`src/rtl/optload_pkg.sv`:
```
package optload_pkg;

  localparam int NUM_WORDS = 4;
  localparam int BYTE_W    = 8;
  localparam int WORD_W    = 32;
  localparam int PAIRS     = 2;

  typedef logic [BYTE_W-1:0] byte_t;

  typedef struct packed {
    logic  bad;
    byte_t val;
  } pair_res_t;

  typedef enum logic [1:0] {
    LVL_OPEN = 2'd0,
    LVL_PART = 2'd1,
    LVL_FULL = 2'd2
  } rdp_lvl_t;

  localparam byte_t ERASED_B   = 8'hFF;
  localparam byte_t RDP_OPEN_B = 8'hAA;
  localparam byte_t RDP_FULL_B = 8'hCC;

  // Checks one value byte against its stored complement.
  function automatic pair_res_t pair_eval(byte_t v, byte_t c);
    pair_res_t r;
    if ((v ^ c) == '1) begin
      r.bad = 1'b0;
      r.val = v;
    end else begin
      r.val = ERASED_B;
      r.bad = !((v == ERASED_B) && (c == ERASED_B));
    end
    return r;
  endfunction

  // Maps the checked protection byte onto a 2-bit level.
  function automatic rdp_lvl_t rdp_level(byte_t v);
    rdp_lvl_t l;
    if (v == RDP_OPEN_B)      l = LVL_OPEN;
    else if (v == RDP_FULL_B) l = LVL_FULL;
    else                      l = LVL_PART;
    return l;
  endfunction

endpackage

```
`src/rtl/optload_pair.sv`:
```
module optload_pair
  import optload_pkg::*;
(
  input  byte_t val_i,
  input  byte_t cmp_i,
  output byte_t val_o,
  output logic  bad_o
);

  pair_res_t res;

  always_comb begin
    res   = pair_eval(val_i, cmp_i);
    val_o = res.val;
    bad_o = res.bad;
  end

endmodule

```
`src/rtl/optload_seq.sv`:
```
module optload_seq
  import optload_pkg::*;
#(
  parameter int ADDR_W    = 8,
  parameter int BASE_ADDR = 0,
  localparam int IDX_W    = $clog2(NUM_WORDS),
  localparam int CNT_W    = IDX_W + 1
) (
  input  logic              clk,
  input  logic              por_n,
  input  logic              launch_ok_i,
  output logic              start_o,
  output logic              rd_o,
  output logic [ADDR_W-1:0] addr_o,
  output logic              cap_v_o,
  output logic [IDX_W-1:0]  cap_idx_o,
  output logic              commit_o,
  output logic              busy_o,
  output logic              done_o
);

  logic             running_q;
  logic             por_pend_q;
  logic [CNT_W-1:0] iss_cnt_q;
  logic             cap_v_q;
  logic [IDX_W-1:0] cap_idx_q;
  logic             done_q;

  assign start_o   = !running_q && (por_pend_q || launch_ok_i);
  assign rd_o      = running_q && (iss_cnt_q < CNT_W'(NUM_WORDS));
  assign addr_o    = ADDR_W'(BASE_ADDR) + ADDR_W'({iss_cnt_q, 2'b00});
  assign cap_v_o   = cap_v_q;
  assign cap_idx_o = cap_idx_q;
  assign commit_o  = cap_v_q && (cap_idx_q == IDX_W'(NUM_WORDS - 1));
  assign busy_o    = running_q;
  assign done_o    = done_q;

  always_ff @(posedge clk or negedge por_n) begin
    if (!por_n) begin
      running_q  <= 1'b0;
      por_pend_q <= 1'b1;
      iss_cnt_q  <= '0;
      cap_v_q    <= 1'b0;
      cap_idx_q  <= '0;
      done_q     <= 1'b0;
    end else begin
      done_q  <= commit_o;
      cap_v_q <= rd_o;
      if (rd_o) begin
        cap_idx_q <= iss_cnt_q[IDX_W-1:0];
        iss_cnt_q <= iss_cnt_q + CNT_W'(1);
      end
      if (start_o) begin
        running_q  <= 1'b1;
        por_pend_q <= 1'b0;
        iss_cnt_q  <= '0;
      end else if (commit_o) begin
        running_q <= 1'b0;
      end
    end
  end

endmodule

```
`src/rtl/optload_regs.sv`:
```
module optload_regs
  import optload_pkg::*;
#(
  localparam int IDX_W = $clog2(NUM_WORDS)
) (
  input  logic              clk,
  input  logic              por_n,
  input  logic              start_i,
  input  logic              cap_v_i,
  input  logic [IDX_W-1:0]  cap_idx_i,
  input  logic              commit_i,
  input  logic              err_clr_i,
  input  byte_t             lo_val_i,
  input  byte_t             hi_val_i,
  input  logic              lo_bad_i,
  input  logic              hi_bad_i,
  output logic [WORD_W-1:0] obr_o,
  output logic [WORD_W-1:0] wrpr_o
);

  byte_t stage_q [NUM_WORDS][PAIRS];
  byte_t nxt     [NUM_WORDS][PAIRS];
  logic  acc_q;
  logic  acc_nxt;
  logic  err_q;

  logic [3*BYTE_W-1:0] obr_data_q;
  rdp_lvl_t            lvl_q;
  logic [WORD_W-1:0]   wrpr_q;

  always_comb begin
    for (int w = 0; w < NUM_WORDS; w++) begin
      for (int h = 0; h < PAIRS; h++) begin
        nxt[w][h] = stage_q[w][h];
      end
    end
    if (cap_v_i) begin
      nxt[cap_idx_i][0] = lo_val_i;
      nxt[cap_idx_i][1] = hi_val_i;
    end
    acc_nxt = acc_q || (cap_v_i && (lo_bad_i || hi_bad_i));
  end

  always_ff @(posedge clk or negedge por_n) begin
    if (!por_n) begin
      for (int w = 0; w < NUM_WORDS; w++) begin
        for (int h = 0; h < PAIRS; h++) begin
          stage_q[w][h] <= '0;
        end
      end
      acc_q <= 1'b0;
    end else begin
      for (int w = 0; w < NUM_WORDS; w++) begin
        for (int h = 0; h < PAIRS; h++) begin
          stage_q[w][h] <= nxt[w][h];
        end
      end
      acc_q <= start_i ? 1'b0 : acc_nxt;
    end
  end

  always_ff @(posedge clk or negedge por_n) begin
    if (!por_n) begin
      obr_data_q <= '0;
      lvl_q      <= LVL_OPEN;
      wrpr_q     <= '0;
    end else if (commit_i) begin
      obr_data_q <= {nxt[1][1], nxt[1][0], nxt[0][1]};
      lvl_q      <= rdp_level(nxt[0][0]);
      wrpr_q     <= {nxt[3][1], nxt[3][0], nxt[2][1], nxt[2][0]};
    end
  end

  // Setting on a faulty commit outranks a software clear.
  always_ff @(posedge clk or negedge por_n) begin
    if (!por_n)                    err_q <= 1'b0;
    else if (start_i)              err_q <= 1'b0;
    else if (commit_i && acc_nxt)  err_q <= 1'b1;
    else if (err_clr_i)            err_q <= 1'b0;
  end

  assign obr_o  = {obr_data_q, 5'b00000, lvl_q, err_q};
  assign wrpr_o = wrpr_q;

endmodule

```
`src/rtl/optload_top.sv`:
```
module optload_top
  import optload_pkg::*;
#(
  parameter int ADDR_W    = 8,
  parameter int BASE_ADDR = 0
) (
  input  logic              clk,
  input  logic              por_n,
  input  logic              sys_rst_n,
  input  logic              launch_i,
  input  logic              err_clr_i,
  output logic              mem_rd_o,
  output logic [ADDR_W-1:0] mem_addr_o,
  input  logic [WORD_W-1:0] mem_rdata_i,
  output logic              busy_o,
  output logic              done_o,
  output logic [WORD_W-1:0] obr_o,
  output logic [WORD_W-1:0] wrpr_o
);

  localparam int IDX_W = $clog2(NUM_WORDS);

  logic             launch_ok;
  logic             clr_ok;
  logic             start_w;
  logic             commit_w;
  logic             cap_v_w;
  logic [IDX_W-1:0] cap_idx_w;
  byte_t            pval [PAIRS];
  logic             pbad [PAIRS];

  assign launch_ok = launch_i && sys_rst_n;
  assign clr_ok    = err_clr_i && sys_rst_n;

  optload_seq #(
    .ADDR_W    (ADDR_W),
    .BASE_ADDR (BASE_ADDR)
  ) u_seq (
    .clk         (clk),
    .por_n       (por_n),
    .launch_ok_i (launch_ok),
    .start_o     (start_w),
    .rd_o        (mem_rd_o),
    .addr_o      (mem_addr_o),
    .cap_v_o     (cap_v_w),
    .cap_idx_o   (cap_idx_w),
    .commit_o    (commit_w),
    .busy_o      (busy_o),
    .done_o      (done_o)
  );

  for (genvar p = 0; p < PAIRS; p++) begin : g_pair
    optload_pair u_pair (
      .val_i (mem_rdata_i[p*2*BYTE_W +: BYTE_W]),
      .cmp_i (mem_rdata_i[p*2*BYTE_W+BYTE_W +: BYTE_W]),
      .val_o (pval[p]),
      .bad_o (pbad[p])
    );
  end

  optload_regs u_regs (
    .clk       (clk),
    .por_n     (por_n),
    .start_i   (start_w),
    .cap_v_i   (cap_v_w),
    .cap_idx_i (cap_idx_w),
    .commit_i  (commit_w),
    .err_clr_i (clr_ok),
    .lo_val_i  (pval[0]),
    .hi_val_i  (pval[1]),
    .lo_bad_i  (pbad[0]),
    .hi_bad_i  (pbad[1]),
    .obr_o     (obr_o),
    .wrpr_o    (wrpr_o)
  );

endmodule

```
`config.mk`:
```
export PLATFORM = sky130hd
export DESIGN_NAME = optload_top
export DESIGN_NICKNAME = d
export VERILOG_FILES = /design/src/rtl/optload_pkg.sv /design/src/rtl/optload_pair.sv /design/src/rtl/optload_seq.sv /design/src/rtl/optload_regs.sv /design/src/rtl/optload_top.sv
export SDC_FILE = /design/constraint.sdc
export NUM_CORES = 1
export LEC_CHECK = 0
export ABC_AREA = 0
export BUFFER_PORTS_ARGS = -buffer_cell sky130_fd_sc_hd__buf_2
export CORE_ASPECT_RATIO = 0.5
export CORE_UTILIZATION = 45
export CTS_CLUSTER_SIZE = 20
export DETAILED_ROUTE_END_ITERATION = 12
export HOLD_SLACK_MARGIN = 0.05
export PLACE_DENSITY = 0.69
export SYNTH_ARGS = -nofsm -noshare
export SYNTH_HDL_FRONTEND = slang
export SYNTH_SLANG_ARGS = --single-unit
```
`constraint.sdc`:
```
create_clock -name clk -period 2.2 [get_ports clk]
set_clock_uncertainty 0.15 [all_clocks]
set_input_delay 0.22 -clock clk [delete_from_list [all_inputs] [get_ports clk]]
set_output_delay 0.22 -clock clk [all_outputs]
set_load 0.01 [all_outputs]
```
* Yosys cells after proc, flatten, opt, wreduce, memory -nomap -nowiden
Index checks and enable logic that the tools add are counted.
** Operators by class
- Multiplexer cells :: 19
- Bitwise gates (word level) :: 3
- Eq/ne operators :: 9
- $mul :: 0
- Magnitude comparators :: 3
- Reductions and logical operators :: 19
- Divide/modulo/power cells :: 0
- Shift-type cells :: 0
- Add/subtract/negate cells :: 1
** Operator list (count)
- 64-bit bitwise mux :: 2
- 16-bit demux with 2-bit select :: 2
- 8-bit == test (second input constant) :: 8
- 64-bit two-way mux :: 1
- 9-bit two-way mux :: 2
- 16-bit two-way mux :: 1
- 8-bit XOR :: 2
- 1-bit logical AND :: 10
- 8-bit two-way mux :: 1
- 1-bit two-way mux :: 6
- 3-bit two-way mux :: 2
- 2-bit two-way mux :: 2
- 2-bit nonzero test :: 2
- 3-bit by 1-bit adder with 3-bit output (second input constant) :: 1
- 3-bit >= comparator (second input constant) :: 1
- 1-bit zero test :: 3
- 1-bit logical OR :: 3
- 3-bit by 1-bit < comparator with 1-bit output (second input constant) :: 1
- 3-bit < comparator (second input constant) :: 1
- 2-bit inverter with 3-bit output :: 1
- 3-bit nonzero test :: 1
- 2-bit == test (second input constant) :: 1
** Storage, ports and cells
- Output and inout port bits :: 75
- Memory bits (read-only) :: 0
- Word-level logic and storage cells :: 73
- Bits in registers :: 133
- Latch bits :: 0
- Input port bits :: 37
- Memory bits (writable) :: 0
- Memories :: 0

* Logic depth before layout (Yosys ltp)
- Depth in word-level cells :: 11
- Mapped depth :: 6
- Depth with buffers taken out :: 4

* Modules after synthesis
A second synthesis with hierarchy kept.
** Second synthesis, totals
- Cell total of the unflattened synthesis :: 368
- Area, all modules :: 5569.1 um^2
** By module, submodules not included
- optload_regs :: area an instance 4769.6 um^2, seq. area each 3103.0 um^2, instances 1, cells an instance 286
- optload_seq :: area an instance 404.1 um^2, seq. area each 226.5 um^2, instances 1, cells an instance 32
- optload_pair :: area an instance 191.4 um^2, seq. area each 0.0 um^2, instances 2, cells an instance 24
- optload_top :: area an instance 12.5 um^2, seq. area each 0.0 um^2, instances 1, cells an instance 2

* Worst setup path before layout
Ideal clock, no wire load.
- Path kind :: reg2reg
- From :: register u_seq.cap_idx_q[0], in the netlist u_seq.cap_idx_o[0]
- To :: register u_regs.obr_data_q[20]
- Arrival time :: 1197 ps
- Data required time :: 1985 ps
- Clock period less this slack :: 1412 ps
- Cell stages (with the launch flop) :: 7
- Path buffers :: 2
- Path slack :: 788 ps
- Cell sequence :: dfrtp_1 -> nand3_1 -> inv_2 -> buf_2 -> buf_2 -> nand2_1 -> nand2_1
** On the way
- Cells in the longest elaborated chain, start to end :: 7
- Elaborated cells between the ends (all ways) :: 12
- Classes of those cells :: order compare: 2; eq/ne: 1; mux: 6; bitwise: 1; reduce/logical: 2
** RTL lines
- start: declaration :: line optload_seq.sv:26 : logic [IDX_W-1:0] cap_idx_q;
- start signal: assignment :: line optload_seq.sv:50 : cap_idx_q <= iss_cnt_q[IDX_W-1:0];
- 2-bit inverter with 3-bit output (implied by the code) :: line optload_regs.sv:38, optload_regs.sv:39
- 3-bit >= comparator (implied by the code) or 3-bit by 1-bit < comparator with 1-bit output (tied branches) :: line optload_regs.sv:39 : nxt[cap_idx_i][1] = hi_val_i;
- 1-bit logical AND (implied by the code) :: line optload_regs.sv:39
- 8-bit two-way mux (implied by the code) :: line optload_regs.sv:39
- 16-bit demux with 2-bit select :: line optload_regs.sv:39
- 64-bit bitwise mux :: line optload_regs.sv:39
- 64-bit two-way mux :: line optload_regs.sv:37 : if (cap_v_i) begin
- end signal: assignment :: line optload_regs.sv:68 : obr_data_q <= {nxt[1][1], nxt[1][0], nxt[0][1]};
- end: declaration :: line optload_regs.sv:27 : logic [3*BYTE_W-1:0] obr_data_q;
Several ways; a longest one is shown, not always the timed one.
A chain may end at the register's enable or synchronous reset.

==> metrics.txt <==
status finished clean; clk sinks approximately 120; Routed WL roughly 12000 um; Unique masters post-synth 37; Most Crowded Layer GR met2; share of layout cells above drive strength 1 0.252; Net Switching roughly 2.6 mW; CP startpoint kind input port; Antenna Cells 0; Clk Latency, worst-skew pair 0.41 ns; Congestion Overflow GR 0; Util after Layout 0.600; synth warn 0; Max VDD drop 682 uV; first-pass iteration count of the detailed router 5; critical path arrival ~2.2 ns; core area 10300 um2; Final setup viols 0; reg2reg setup slack around 0.61 ns; antenna violations before repair 0; Clock power frac 0.333; reg2reg path depth 5; Syn Inst Count about 500; Core Rows 26; Setup CP Type in2reg; DR iter-0 viols between 200 and 250; gr usage total 0.229; Seq pwr share 0.422; pin count of the biggest net entering global routing just over 70; Port Buffers ~100; Gate power share 0.246; global-route wire length before repair 18800 um; critical path capture point type flop; LEAKAGE between 2 and 3 nW; HPWL after DPL between 7000 and 8000 um; I/O pin count 112; routed vias 3910; GRT met1 Usage 0.304; final hold vios 0; post-route setup TNS 0 ns; antenna-violating nets left 0; worst path required time around 2.3 ns; met2 Resource Use GR 0.357; Fmax between 0.4 and 0.5 GHz; origin of the critical flop-to-flop path u_seq.cap_idx_o[1]; area share of the largest cell type after synthesis 0.604; # DRC 0; drt via density 5.12; H-tree levels 4; clock buffer depth 2; crit path time final around 2.1 ns; area grow syn2layout 28.3%; period utilisation layout 0.964; Final Slew Violations 0; met3 usage 0.0582; largest cells by area after synthesis dfrtp_1 60%, nand2_1 13%, o21ai_0 3.5%; syn avg cell area just under 10 um2; Die Wd 148 um; Internal Power ~5.5 mW; PD cells ~1300 nW/um2; area leader, netlist dfrtp_1; Starting Density 0.468; gpl congestion ~0.85; R2R Path End u_regs.lvl_q[0]; CTS tree yes; Worst Max-Slew Pin Slew ~0.64 ns; root buffer selected by CTS clkbuf_16; hold crit path type in2async; wire per inst around 16 um; RSZ-0062 raised after global routing no; die area ~11000 um2; Max Cap Violations 0; Clock transition at path regs roughly 0.06 ns; # nets final around 650; switching part of the total power 0.326; Die H about 75 um; Rel. slew slack 0.569; CTS Buf Count 17; Worst Path Max Fanout 9; post-synthesis cell area 4810 um2; vias in the first global route 3742; register area share after synthesis 0.609; synthesis-stage register bit count 117
-- worst max path at each step --
| stage | slack [ns] | end | startpoint | cells after the start |
|---|---|---|---|---|
| after floorplan | 0.79 | u_regs.obr_data_q[20] | u_seq.cap_idx_o[0] | 6 |
| after global placement | 0.39 | u_regs.stage_q[20] | mem_rdata_i[16] | 5 |
| after detailed placement | 0.26 | u_regs.stage_q[20] | mem_rdata_i[23] | 5 |
| after CTS | 0.15 | u_regs.stage_q[20] | mem_rdata_i[23] | 6 |
| after global routing | 0.04 | u_regs.stage_q[16] | mem_rdata_i[23] | 6 |
| final | 0.08 | u_regs.stage_q[16] | mem_rdata_i[23] | 6 |
-- layer usage --
layer | share of wire | vias to the layer above
met5 | 0 | -
met4 | 0.019 | 0
met3 | 0.055 | 18
met2 | 0.46 | 135
met1 | 0.46 | 1905
li1 | - | 1852
-- what timing repair did --
item	in CTS	in global routing
endpoints found under the setup margin	0	2
resized for setup	0	1
setup buffers	0	0
hold buffers	12	0
endpoints found under the hold margin	133	0
-- per-stage QoR --
stage	hold WS, ns	setup WS [ns]	cell area [um2]	instances	total power [mW]
6_report	0.0578	0.0794	6170	764	8.10
5_1_grt	0.0624	0.0412	6170	764	8.61
2_1_floorplan	-0.226	0.788	4840	505	4.54
3_5_place_dp	-0.0586	0.258	5470	722	5.42
3_3_place_gp	-0.0566	0.387	5470	722	5.35
4_1_cts	0.0535	0.148	6160	764	8.16
-- logic make-up after synthesis --
group / count (synthesis) / share of synthesized area
DFF: 117 / 0.609
buffers and inverters: 37 / 0.0385
adders and majority gates: 1 / 0.00260
other: 1 / 0.000780
xor gates and xnor gates: 16 / 0.0307
and+or+nand+nor: 249 / 0.236
AOI/OAI and AO/OA: 75 / 0.0817
-- power groups by stage --
stage	Clock [mW]	Combinational [mW]	Sequential, mW
finish	2.70	1.99	3.41
global route	2.82	2.29	3.50
CTS	2.72	2.02	3.41
detailed placement	0	1.98	3.44
global placement	0	1.92	3.43
floorplan	0	1.01	3.52
-- critical path: stages --
cell and delay, ns:
dlygate4sd3_1 0.56, buf_2 0.15, xor2_1 0.17, nand4_1 0.31
nor3_1 0.60, o21ai_0 0.20
-- layout by cell type, fill, tap and decap left out, types with 3 or more instances in the layout --
cell type      instances
or4_1                  3
nor3_1                 7
nor3_2                 8
nor4bb_1               3
nor2_1                34
o21ai_0               34
a21oi_1               33
nand2_1              167
conb_1                10
clkbuf_8               3
buf_2                100
clkbuf_16             17
nand4_1               13
xor2_1                15
dfrtp_1              116
buf_4                 10
clkinvlp_4             3
dlygate4sd3_1         12
nand3_1                3
-- final cells by class --
class	count	area, um2
Clock buffer	22	474
Clock inverter	8	101
Fill cell	890	4110
Inverter	2	7.51
Multi-Input combinational cell	351	1740
Sequential cell	117	2930
Tap cell	140	175
Timing Repair Buffer	124	736
-- sequential cells by signal, indices dropped and copies added, names as in the netlist --
register,flops
u_regs.acc_q,1
u_regs.err_q,1
u_regs.lvl_q,2
u_regs.obr_data_q,24
u_regs.stage_q,48
u_regs.wrpr_o,32
u_seq.busy_o,1
u_seq.cap_idx_o,2
u_seq.cap_v_o,1
u_seq.done_o,1
u_seq.iss_cnt_q,3
u_seq.por_pend_q,1
-- Yosys cell counts --
cell       count
nand4_1       13
xor2_1        15
ha_1           1
nor3_2         7
dfrtp_1      116
xor2_2         1
o21ai_0       34
o2111ai_1      1
a21boi_0       1
buf_4         11
and2_1         1
conb_1         1
nor3b_2        1
clkbuf_1      17
buf_2          4
nand4_4        2
nand2_1      167
nand4_2        1
nor2_1        34
buf_1          3
nand3b_1       2
nor3_1         8
o211ai_1       1
dfstp_2        1
nor3_4         1
nand3_1        4
nor4bb_1       3
or4_1          3
nand2b_1       1
or2_1          1
inv_1          1
a21oi_1       33
a22o_1         1
inv_2          1
a31oi_1        1
o21ai_1        2
o22a_1         1
(Power assumes the default switching activity.)
